### src/rtl/tcfg_pkg.sv
package tcfg_pkg;
  // Image geometry and field placement; neighbours decode these offsets.
  localparam int IMG_BYTES = 64;
  localparam int PAL_OFS   = 0;
  localparam int BPR_OFS   = 16;
  localparam int ROWS_OFS  = 48;
  localparam int ROW_W     = 8;
  localparam int BPR_W     = 16;

  typedef enum logic [1:0] {
    ACT_HOLD = 2'd0,
    ACT_INIT = 2'd1,
    ACT_LOAD = 2'd2,
    ACT_FLT  = 2'd3
  } cfg_act_e;

  function automatic bit is_field_byte(int b, int ntiles);
    return (b == PAL_OFS) ||
           (b >= BPR_OFS  && b < BPR_OFS + 2 * ntiles) ||
           (b >= ROWS_OFS && b < ROWS_OFS + ntiles);
  endfunction
endpackage

### src/rtl/tcfg_stage.sv
module tcfg_stage
  import tcfg_pkg::*;
#(
  parameter int WORD_BYTES = 4,
  localparam int WORD_BITS = WORD_BYTES * 8,
  localparam int WORDS     = IMG_BYTES / WORD_BYTES,
  localparam int AW        = (WORDS > 1) ? $clog2(WORDS) : 1
) (
  input  logic                   clk,
  input  logic                   rst_n,
  input  logic                   wr_en,
  input  logic [AW-1:0]          wr_addr,
  input  logic [WORD_BITS-1:0]   wr_data,
  output logic [IMG_BYTES*8-1:0] image
);
  for (genvar w = 0; w < WORDS; w++) begin : g_word
    logic                 word_en;
    logic [WORD_BITS-1:0] word_q;

    assign word_en = wr_en && (wr_addr == AW'(w));

    always_ff @(posedge clk or negedge rst_n) begin
      if (!rst_n) begin
        word_q <= '0;
      end else if (word_en) begin
        word_q <= wr_data;
      end
    end

    assign image[w*WORD_BITS +: WORD_BITS] = word_q;
  end
endmodule

### src/rtl/tcfg_validate.sv
module tcfg_validate
  import tcfg_pkg::*;
#(
  parameter int NTILES    = 8,
  parameter int MAX_ROWS  = 16,
  parameter int MAX_BPR   = 64,
  parameter int BPR_ALIGN = 4
) (
  input  logic [IMG_BYTES*8-1:0] image,
  output logic                   is_init,
  output logic                   is_legal
);
  localparam logic [ROW_W-1:0] ROWS_LIM  = ROW_W'(MAX_ROWS);
  localparam logic [BPR_W-1:0] BPR_LIM   = BPR_W'(MAX_BPR);
  localparam logic [BPR_W-1:0] BPR_MULT  = BPR_W'(BPR_ALIGN);

  logic [7:0]           palette;
  logic [NTILES-1:0]    tile_bad;
  logic [IMG_BYTES-1:0] rsv_bad;

  assign palette = image[PAL_OFS*8 +: 8];

  for (genvar t = 0; t < NTILES; t++) begin : g_tile
    logic [ROW_W-1:0] rows;
    logic [BPR_W-1:0] bpr;
    assign rows = image[(ROWS_OFS + t)*8 +: ROW_W];
    assign bpr  = image[(BPR_OFS + 2*t)*8 +: BPR_W];
    assign tile_bad[t] = (rows > ROWS_LIM) || (bpr > BPR_LIM) ||
                         ((bpr % BPR_MULT) != '0);
  end

  for (genvar b = 0; b < IMG_BYTES; b++) begin : g_rsv
    if (is_field_byte(b, NTILES)) begin : g_fld
      assign rsv_bad[b] = 1'b0;
    end else begin : g_res
      assign rsv_bad[b] = |image[b*8 +: 8];
    end
  end

  assign is_init  = (palette == 8'd0);
  assign is_legal = (palette == 8'd1) && !(|tile_bad) && !(|rsv_bad);
endmodule

### src/rtl/tcfg_state.sv
module tcfg_state
  import tcfg_pkg::*;
#(
  parameter int NTILES = 8
) (
  input  logic                    clk,
  input  logic                    rst_n,
  input  logic                    commit,
  input  logic                    release_req,
  input  logic                    img_init,
  input  logic                    img_legal,
  input  logic [IMG_BYTES*8-1:0]  image,
  output logic                    cfg_q,
  output logic                    fault_q,
  output logic                    clear_q,
  output logic [NTILES*ROW_W-1:0] rows_q,
  output logic [NTILES*BPR_W-1:0] bpr_q,
  output logic [IMG_BYTES*8-1:0]  rb_image
);
  cfg_act_e                  act;
  logic                      shape_en;
  logic                      cfg_d;
  logic [NTILES*ROW_W-1:0]   rows_d;
  logic [NTILES*BPR_W-1:0]   bpr_d;
  logic [NTILES*ROW_W-1:0]   rows_img;
  logic [NTILES*BPR_W-1:0]   bpr_img;

  for (genvar t = 0; t < NTILES; t++) begin : g_pick
    assign rows_img[t*ROW_W +: ROW_W] = image[(ROWS_OFS + t)*8 +: ROW_W];
    assign bpr_img[t*BPR_W +: BPR_W]  = image[(BPR_OFS + 2*t)*8 +: BPR_W];
  end

  // Release outranks commit; commit decides init, load or fault.
  always_comb begin
    act = ACT_HOLD;
    if (release_req) begin
      act = ACT_INIT;
    end else if (commit) begin
      if (img_init)       act = ACT_INIT;
      else if (img_legal) act = ACT_LOAD;
      else                act = ACT_FLT;
    end
  end

  always_comb begin
    shape_en = (act == ACT_INIT) || (act == ACT_LOAD);
    cfg_d    = 1'b0;
    rows_d   = '0;
    bpr_d    = '0;
    if (act == ACT_LOAD) begin
      cfg_d  = 1'b1;
      rows_d = rows_img;
      bpr_d  = bpr_img;
    end
  end

  always_ff @(posedge clk or negedge rst_n) begin
    if (!rst_n) begin
      cfg_q  <= 1'b0;
      rows_q <= '0;
      bpr_q  <= '0;
    end else if (shape_en) begin
      cfg_q  <= cfg_d;
      rows_q <= rows_d;
      bpr_q  <= bpr_d;
    end
  end

  always_ff @(posedge clk or negedge rst_n) begin
    if (!rst_n) begin
      fault_q <= 1'b0;
      clear_q <= 1'b0;
    end else begin
      fault_q <= (act == ACT_FLT);
      clear_q <= (act == ACT_INIT);
    end
  end

  always_comb begin
    rb_image = '0;
    rb_image[PAL_OFS*8 +: 8] = {7'd0, cfg_q};
    for (int t = 0; t < NTILES; t++) begin
      rb_image[(ROWS_OFS + t)*8 +: ROW_W] = rows_q[t*ROW_W +: ROW_W];
      rb_image[(BPR_OFS + 2*t)*8 +: BPR_W] = bpr_q[t*BPR_W +: BPR_W];
    end
  end
endmodule

### src/rtl/tile_cfg_unit.sv
module tile_cfg_unit
  import tcfg_pkg::*;
#(
  parameter int NTILES     = 8,
  parameter int WORD_BYTES = 4,
  parameter int MAX_ROWS   = 16,
  parameter int MAX_BPR    = 64,
  parameter int BPR_ALIGN  = 4,
  localparam int WORD_BITS = WORD_BYTES * 8,
  localparam int WORDS     = IMG_BYTES / WORD_BYTES,
  localparam int AW        = (WORDS > 1) ? $clog2(WORDS) : 1
) (
  input  logic                    clk,
  input  logic                    rst_n,
  input  logic                    wr_en_i,
  input  logic [AW-1:0]           wr_addr_i,
  input  logic [WORD_BITS-1:0]    wr_data_i,
  input  logic                    commit_i,
  input  logic                    release_i,
  input  logic [AW-1:0]           rd_addr_i,
  output logic [WORD_BITS-1:0]    rd_data_o,
  output logic                    configured_o,
  output logic                    fault_o,
  output logic                    tile_clear_o,
  output logic [NTILES*ROW_W-1:0] tile_rows_o,
  output logic [NTILES*BPR_W-1:0] tile_bpr_o
);
  logic [IMG_BYTES*8-1:0] stage_img;
  logic [IMG_BYTES*8-1:0] rb_img;
  logic                   img_init;
  logic                   img_legal;

  tcfg_stage #(.WORD_BYTES(WORD_BYTES)) stage_i (
    .clk     (clk),
    .rst_n   (rst_n),
    .wr_en   (wr_en_i),
    .wr_addr (wr_addr_i),
    .wr_data (wr_data_i),
    .image   (stage_img)
  );

  tcfg_validate #(
    .NTILES    (NTILES),
    .MAX_ROWS  (MAX_ROWS),
    .MAX_BPR   (MAX_BPR),
    .BPR_ALIGN (BPR_ALIGN)
  ) check_i (
    .image    (stage_img),
    .is_init  (img_init),
    .is_legal (img_legal)
  );

  tcfg_state #(.NTILES(NTILES)) state_i (
    .clk         (clk),
    .rst_n       (rst_n),
    .commit      (commit_i),
    .release_req (release_i),
    .img_init    (img_init),
    .img_legal   (img_legal),
    .image       (stage_img),
    .cfg_q       (configured_o),
    .fault_q     (fault_o),
    .clear_q     (tile_clear_o),
    .rows_q      (tile_rows_o),
    .bpr_q       (tile_bpr_o),
    .rb_image    (rb_img)
  );

  always_comb begin
    rd_data_o = '0;
    for (int w = 0; w < WORDS; w++) begin
      if (rd_addr_i == AW'(w)) rd_data_o = rb_img[w*WORD_BITS +: WORD_BITS];
    end
  end
endmodule

### config.mk
export PLATFORM = sky130hd
export DESIGN_NAME = tile_cfg_unit
export DESIGN_NICKNAME = d
export VERILOG_FILES = /design/src/rtl/tcfg_pkg.sv /design/src/rtl/tcfg_stage.sv /design/src/rtl/tcfg_validate.sv /design/src/rtl/tcfg_state.sv /design/src/rtl/tile_cfg_unit.sv
export SDC_FILE = /design/constraint.sdc
export NUM_CORES = 1
export LEC_CHECK = 0
export BUFFER_PORTS_ARGS = -buffer_cell sky130_fd_sc_hd__buf_2
export CAP_MARGIN = 20
export CORE_UTILIZATION = 51
export CTS_BUF_LIST = sky130_fd_sc_hd__clkbuf_4 sky130_fd_sc_hd__clkbuf_8
export CTS_CLUSTER_DIAMETER = 200
export CTS_CLUSTER_SIZE = 30
export DETAILED_ROUTE_END_ITERATION = 8
export GPL_TIMING_DRIVEN = 1
export PLACE_DENSITY = 0.79
export REMOVE_ABC_BUFFERS = 1
export SYNTH_ARGS = -nofsm -noshare
export SYNTH_HDL_FRONTEND = slang
export SYNTH_SLANG_ARGS = --single-unit
### constraint.sdc
create_clock -name clk -period 6.8 [get_ports clk]
set_clock_uncertainty 0.15 [all_clocks]
set_input_delay 1.36 -clock clk [delete_from_list [all_inputs] [get_ports clk]]
set_output_delay 1.36 -clock clk [all_outputs]
set_load 0.05 [all_outputs]
# ---- After elaboration in Yosys (flattened, before gate mapping)
# Index checks and enable logic that the tools add are counted.
dict set report op_classes {
  magnitude_cmp 16
  eq_ne 34
  muxes 23
  n_reduce_logical 50
}
# cell count
set ops {}
lappend ops {{32-bit two-way mux} 15}
lappend ops {{312-bit OR reduction} 1}
lappend ops {{16-bit by 7-bit > comparator with 1-bit output (second input constant)} 8}
lappend ops {{128-bit two-way mux} 1}
lappend ops {{16-bit nonzero test} 8}
lappend ops {{4-bit equality test (second input constant)} 16}
lappend ops {{8-bit by 5-bit > comparator with 1-bit output (second input constant)} 8}
lappend ops {{64-bit two-way mux} 1}
lappend ops {{4-bit by 3-bit equality test with 1-bit output (second input constant)} 8}
lappend ops {{1-bit logical AND} 18}
lappend ops {{1-bit logical OR} 17}
lappend ops {{4-bit by 2-bit equality test with 1-bit output (second input constant)} 4}
lappend ops {{4-bit by 1-bit equality test with 1-bit output (second input constant)} 2}
lappend ops {{8-bit by 1-bit equality test with 1-bit output (second input constant)} 1}
lappend ops {{4-bit zero test} 2}
lappend ops {{8-bit zero test} 1}
lappend ops {{8-bit OR reduction} 1}
lappend ops {{2-bit two-way mux} 3}
lappend ops {{2-bit equality test (second input constant)} 2}
lappend ops {{1-bit two-way mux} 3}
lappend ops {{2-bit by 1-bit equality test with 1-bit output (second input constant)} 1}
lappend ops {{1-bit zero test} 2}
dict set report word_totals {
  regBits 707
  input_bits 45
  output_inout_bits 227
}

# ---- Longest topological paths before layout
# Gate-level depths: netlist of run 1.
dict set report depth {
  word_depth 17
  mapped_depth 12
  depth_no_buf 8
}

# ---- Hierarchy
# From an unflattened synthesis of run 1, not the netlist that was laid out.
dict set report unflattened {
  cells_unflattened 3402
  hier_area_um2 37171.9
}
# module instances cells_per_inst area_per_inst_um2 seq_area_each_um2
set modules_own_cells {}
lappend modules_own_cells {tcfg_stage 1 1134 19127.1 12812.3}
lappend modules_own_cells {tcfg_state 1 1359 11598.6 4879.7}
lappend modules_own_cells {tile_cfg_unit 1 737 5273.8 0.0}
lappend modules_own_cells {tcfg_validate 1 172 1172.4 0.0}

# ---- Worst setup path after synthesis of run 1
# No wires, ideal clock.
dict set report synth_timing {
  kind {input to output}
  startpoint {input port rd_addr_i[2]}
  endpoint {output port rd_data_o[10]}
  arrival_ns 3.319
  t_required_ns 5.290
  setup_slack_ns 1.971
  stages 5
  path_buffers 2
  cell_sequence {buf_2 -> nor4bb_1 -> clkbuf_1 -> a22oi_1 -> a31oi_1}
}
dict set report synth_between {
  elab_chain_cells 15
}
# item line
set synth_rtl {}
lappend synth_rtl {{from (decl)} tile_cfg_unit.sv:20} ;# input logic [AW-1:0] rd_addr_i,
lappend synth_rtl {{4-bit by 2-bit equality test with 1-bit output} tile_cfg_unit.sv:72} ;# if (rd_addr_i == AW'(w)) rd_data_o = rb_img[w*WORD_BITS +: WORD_BITS];
lappend synth_rtl {{32-bit two-way mux (13 in series)} tile_cfg_unit.sv:72}
lappend synth_rtl {{32-bit two-way mux *} tile_cfg_unit.sv:72}
lappend synth_rtl {{to (decl)} tile_cfg_unit.sv:21} ;# output logic [WORD_BITS-1:0] rd_data_o,
# Mark *: on every way between the ends. The rest lies on a longest branch, timed or not.

# ---- Worst setup path after layout of run 1
dict set report layout_timing {
  startpoint {input port rd_addr_i[1]}
  endpoint {output port rd_data_o[21]}
}
# Same word-level chain as after synthesis.

==> results of run 1 <==
==> final timing paths <==
path                       depth (start not counted)                          from                           end
min in group asynchronous                          1                         rst_n             state_i.bpr_q[85]
setup reg to reg                                   8  stage_i.g_word[6].word_q[25]             state_i.bpr_q[63]
setup / recovery                                   7                  rd_addr_i[1]                 rd_data_o[21]
hold reg to reg                                    1  stage_i.g_word[1].word_q[27]  stage_i.g_word[1].word_q[27]
max in group asynchronous                          2                         rst_n               state_i.fault_q
hold / removal                                     1  stage_i.g_word[1].word_q[27]  stage_i.g_word[1].word_q[27]
==> power groups by stage <==
stage               sequential, mW  combinational (mW)  clock (mW)
floorplan                     5.51               0.876           0
global placement              5.49                1.43           0
detailed placement            5.56                1.50           0
CTS                           5.47                1.51        1.59
global route                  5.57                1.62        1.72
finish                        5.48                1.50        1.55
==> state kept, by name, summed over array words and instances, names as in the netlist <==
register / cells
stage_i.g_word.word_q: 512
state_i.cfg_q: 1
state_i.bpr_q: 128
state_i.clear_q: 1
state_i.rows_q: 64
state_i.fault_q: 1
==> cell type report <==
class,instances,area (µm²)
diodes,7,17.52
clock buffers,27,371.6
clock inverters,2,27.53
fillers,4625,24760
inverters,32,120.1
multi-input cells,1560,11000
flip-flops and latches,707,17690
well taps,756,945.9
repair buffers,307,1777
==> cell usage in the layout, fill, tap and decap left out, types with 2 or more instances in the layout <==
master	netlist	routed
nand3b_1	2	2
buf_12	0	8
nand3_1	5	5
nor3_1	5	5
dfrtp_1	707	707
clkbuf_8	0	27
nand4_1	28	28
nor4_1	107	107
a31oi_1	31	31
buf_16	0	2
ha_1	4	3
nor2_1	47	38
buf_4	0	26
diode_2	0	7
nor4_2	2	2
nor2_2	0	5
nand2b_1	6	5
nand2_1	485	484
a21oi_1	34	34
mux2_2	312	312
o41ai_1	16	16
nor2_4	0	4
inv_1	32	32
mux2_1	202	202
buf_2	45	270
and3b_1	2	2
a22oi_1	63	63
o21ai_0	193	193
==> cells by family (layout without fill, tap and decap cells) <==
kind of cell / Yosys count / after routing / synth area share
mux: 515 / 515 / 0.1967
simple gates: 699 / 699 / 0.1046
fa+ha+maj: 4 / 4 / 0.001698
flops: 707 / 707 / 0.6001
compound gates: 342 / 342 / 0.06731
other cells: 0 / 7 / 0
buf+inv: 218 / 368 / 0.02967
==> layer usage <==
layer	share of wire	GRT usage
met1	0.41	0.3878
met4	0.029	0.08004
met3	0.075	0.03722
met2	0.48	0.4612
met5	0.00034	0
==> stage by stage <==
| step | hold WS (ps) | instances | power (mW) |
|---|---|---|---|
| 2_1_floorplan | 308.5 | 2299 | 6.382 |
| 3_3_place_gp | 316.9 | 3359 | 6.917 |
| 3_5_place_dp | 325.0 | 3360 | 7.061 |
| 4_1_cts | 360.7 | 3389 | 8.562 |
| 5_1_grt | 374.0 | 3391 | 8.911 |
| 6_report | 359.6 | 3398 | 8.537 |
==> worst max-delay path, cell delays in order <==
cell	delay, ps
buf_2	730
and3b_1	280
and2b_1	570
buf_4	430
a22oi_1	140
a31oi_1	180
buf_2	290
==> flow_metrics.env, run 1 <==
export IMPL_grt_pass1_vias=20710
export IMPL_die_w_um=242.4
export IMPL_synth_cells=2485
export IMPL_p_sw_frac=0.3009
export IMPL_fin_area_mm2=0.03195
export IMPL_required_ps=5290
export IMPL_clk_latency_ps=730
export IMPL_ios=272
export IMPL_rsz0062_at_grt="false"
export IMPL_relSlewSlack=0.2874
export IMPL_ys_top_cells_by_count="dfrtp_1, nand2_1, mux2_2, mux2_1, o21ai_0"
export IMPL_die_h_um=242.4
export IMPL_place_area_mm2=0.03148
export IMPL_fmax_ghz=0.1805
export IMPL_portBuffers=271
export IMPL_yosys_warnings=0
export IMPL_initial_core_util=0.5198
export IMPL_pre_cts_slack_ps=1367
export IMPL_path_clk_slew_ps=140
export IMPL_synth_top_area_frac=0.6001
export IMPL_power_frac_comb=0.176
export IMPL_startpoint_type="input port"
export IMPL_critPathMaxFanout=37
export IMPL_vias=20690
export IMPL_grt_pass1_wl_mm=126.6
export IMPL_total_leakage_power_nw=14.26
export IMPL_cellPowerDensity_mw_per_mm2=267.2
export IMPL_synth_cell_types=38
export IMPL_cap_viol_max_count=0
export IMPL_ctsResizeCount=0
export IMPL_outcome="finished, final reports clean"
export IMPL_cts_made_buffers=27
export IMPL_arrival_ps=4030
export IMPL_hpwl_mm=55.21
export IMPL_fin_ws_ps=1259
export IMPL_synth_edf_count=0
export IMPL_reg2reg_setup_slack_ps=2320
export IMPL_synth_most_common_cell="dfrtp_1"
export IMPL_fp_row_count=87
export IMPL_ctsHoldBuffers=0
export IMPL_syn_avg_cell_area_um2=11.86
export IMPL_drv_slew=0
export IMPL_period_share=0.8149
export IMPL_grt_max_degree=187
export IMPL_grtUsageTotal=0.2794
export IMPL_ant_nets=0
export IMPL_cts_tree="built"
export IMPL_finalSetupViolCount=0
export IMPL_cts_htree_levels=1
export IMPL_end_kind="primary output"
export IMPL_cts_sinks=707
export IMPL_period_minus_slack_ps=5541
export IMPL_worstSetupPathType="in2out"
export IMPL_ys_top_cells_by_area="dfrtp_1, mux2_2, mux2_1"
export IMPL_dr_pass1_iters=6
export IMPL_cts_root_buffer="clkbuf_8"
export IMPL_p_seq_frac=0.642
export IMPL_yosysTopAreaCell="dfrtp_1"
export IMPL_switching_power_mw=2.569
export IMPL_tns_ps=0
export IMPL_hp_class="reg2reg"
export IMPL_async_flop_share=1.000
export IMPL_fin_util=0.5634
export IMPL_p_int_mw=5.968
export IMPL_synthFlopType="dfrtp_1"
export IMPL_worst_ir_drop_vdd_uv=225.0
export IMPL_wl_mm=82.40
export IMPL_wl_per_cell_um=24.25
export IMPL_syn2layout_area_growth_pct=8.373
export IMPL_clockBufferDepth=3
export IMPL_core_area_mm2=0.05671
export IMPL_cts_setup_buffers=0
export IMPL_worstMarginPinSlew_ps=1069
export IMPL_vias_per_cell=6.089
export IMPL_overflow=0
export IMPL_antenna_found_initial=9
export IMPL_drive_gt1_frac=0.2531
export IMPL_synth_seq_cells=707
export IMPL_clockPowerShare=0.182
export IMPL_place_gp_congestion=0.9492
export IMPL_layout_nets=2684
export IMPL_hold_viol=0
export IMPL_ys_seq_area_frac=0.6001
export IMPL_die_area_mm2=0.05877
export IMPL_drtIter0Drc=2184
export IMPL_syn_cell_area_mm2=0.02948
export IMPL_drc=0
Note: power is estimated with default switching activity, not from simulation.
==> inputs of run 2 (changes only) <==
Clock period 6.8 ns to 5.18 ns, I/O delays scaled along.
==> run 2 against run 1 <==
Effect of this change:
- sequential share of layout area decreased by 0.23 points
- first-iteration DRC count grew 2.8%
- global-route usage increased by 0.35 points
- sequential cell count is the same
- critical path depth is 1 higher
- clock-buffer cell count unchanged
==> flow_metrics.env, run 2 (synthesized netlist as in run 1, its figures left out) <==
export IMPL_top_register="stage_i.g_word.word_q"
export IMPL_stdcell_count=3403
export IMPL_drc=0
export IMPL_worstMarginPinSlew_ps=1120
export IMPL_arrival_ps=4580
export IMPL_die_w_um=242.4
export IMPL_syn2layout_area_growth_pct=8.827
export IMPL_cts_tree="built"
export IMPL_path_cells="o41ai_1 > nand2_1 > nor4_1 > nand4_1 > o32ai_1 > ha_4 > buf_4 > o21ai_0"
export IMPL_die_area_mm2=0.05877
export IMPL_n_fill_cell=4569
export IMPL_rsz0062_at_grt="false"
export IMPL_initial_core_util=0.5198
export IMPL_layout_nets=2694
export IMPL_cts_made_buffers=27
export IMPL_final_cell_mix="dfrtp_1, nand2_1, mux2_2"
export IMPL_cap_viol_max_count=0
export IMPL_wl_per_cell_um=24.39
export IMPL_largest_register_ffs=512
export IMPL_reg2reg_setup_slack_ps=1030
export IMPL_grt_pass1_vias=21110
export IMPL_cts_root_buffer="clkbuf_8"
export IMPL_r2r_end="state_i.bpr_q[111]"
export IMPL_cts_setup_buffers=0
export IMPL_r2r_start="stage_i.g_word[13].word_q[0]"
export IMPL_vias_per_cell=6.113
export IMPL_die_h_um=242.4
export IMPL_required_ps=5610
export IMPL_antenna_found_initial=8
export IMPL_hpwl_mm=56.78
export IMPL_startpoint_type="flop"
export IMPL_cts_htree_levels=1
export IMPL_wl_mm=83.01
export IMPL_ant_nets=0
export IMPL_total_leakage_power_nw=14.33
export IMPL_worst_ir_drop_vdd_uv=334.9
export IMPL_drive_gt1_frac=0.2560
export IMPL_fin_area_mm2=0.03208
export IMPL_final_common_cell="dfrtp_1"
export IMPL_grtUsageTotal=0.2830
export IMPL_hp_class="in2async"
export IMPL_dr_pass1_iters=8
export IMPL_outcome="finished, final reports clean"
export IMPL_hold_viol=0
export IMPL_p_total_mw=11.24
export IMPL_cp_buffers_inverters=1
export IMPL_core_area_mm2=0.05671
export IMPL_crit_family="compound AO/OA/AOI/OAI gates"
export IMPL_ctsHoldBuffers=0
export IMPL_fp_row_count=87
export IMPL_fmax_ghz=0.2410
export IMPL_period_share=0.8010
export IMPL_ctsResizeCount=0
export IMPL_cts_sinks=707
export IMPL_drtIter0Drc=2246
export IMPL_cellPowerDensity_mw_per_mm2=350.2
export IMPL_slowest_stage="o41ai_1"
export IMPL_place_gp_congestion=0.9608
export IMPL_portBuffers=271
export IMPL_vias=20800
export IMPL_reg_top3="stage_i.g_word.word_q x512, state_i.bpr_q x128, state_i.rows_q x64"
export IMPL_grt_pass1_wl_mm=128.5
export IMPL_path_clk_slew_ps=170
export IMPL_relSlewSlack=0.2536
export IMPL_cp_depth=8
export IMPL_tns_ps=0
export IMPL_critPathMaxFanout=56
export IMPL_ios=272
export IMPL_dp_cells=3371
export IMPL_place_area_mm2=0.03166
export IMPL_finalSetupViolCount=0
export IMPL_clk_latency_ps=710
export IMPL_drv_slew=0
export IMPL_clockBufferDepth=3
export IMPL_ff2ff_path_depth=8
export IMPL_period_minus_slack_ps=4149
export IMPL_crit_path_start="stage_i.g_word[13].word_q[0]"
export IMPL_grt_max_degree=107
export IMPL_end_kind="flop"
export IMPL_cpPeakStageDelay_ps=780
export IMPL_fin_util=0.5657
export IMPL_overflow=0
export IMPL_worstSetupPathType="reg2reg"
==> run 2: power by group <==
| part | total (mW) | internal, mW | switching [mW] |
|---|---|---|---|
| combinational | 1.99 | 0.871 | 1.12 |
| clock | 2.04 | 0.482 | 1.56 |
| sequential | 7.21 | 6.49 | 0.714 |
| total | 11.2 | 7.84 | 3.39 |
==> run 2: through the flow <==
stage | hold WS, ps | setup WS (ps)
global route | 226.8 | 908.9
finish | 210.5 | 1031
global placement | 317.7 | 454.0
floorplan | 308.5 | -2860
CTS | 219.0 | 1033
detailed placement | 325.9 | 440.5
==> run 2: final cells by class <==
class	count	area [µm²]	share of cell area
clock buffer	27	371.6	0.01158
clock inverter	2	23.77	0.0007409
antenna	2	5.005	0.0001560
timing repair buffer	317	1927	0.06006
sequential	707	17690	0.5514
tap	756	945.9	0.02948
inverter	32	120.1	0.003744
multi-input combinational	1560	11000	0.3428
==> run 2: how the worst max path moves through the flow <==
stage,end,slack [ps]
2_1_floorplan,state_i.cfg_q,-2860
3_3_place_gp,state_i.rows_q[38],450
3_5_place_dp,state_i.bpr_q[23],440
4_1_cts,state_i.bpr_q[23],1030
5_1_grt,state_i.bpr_q[89],910
6_report,state_i.bpr_q[111],1030
==> run 2: routing by layer <==
metal  GRT usage  share of wire  up-vias
met5           0        0.00083        -
met4     0.07930          0.028       10
met3     0.04398          0.072      150
met2      0.4646           0.49      864
met1      0.3912           0.41    10790
li1            -              -     8994
==> run 2: worst reg2reg max path: cells and delay by family, from the launching register on <==
kind	cells	cell delay (ps)
AO/OA/AOI/OAI	3	1510
flip-flops	1	430
AND/OR/NAND/NOR	3	880
adder cells (fa/ha/maj)	1	650
buffers and inverters	1	410
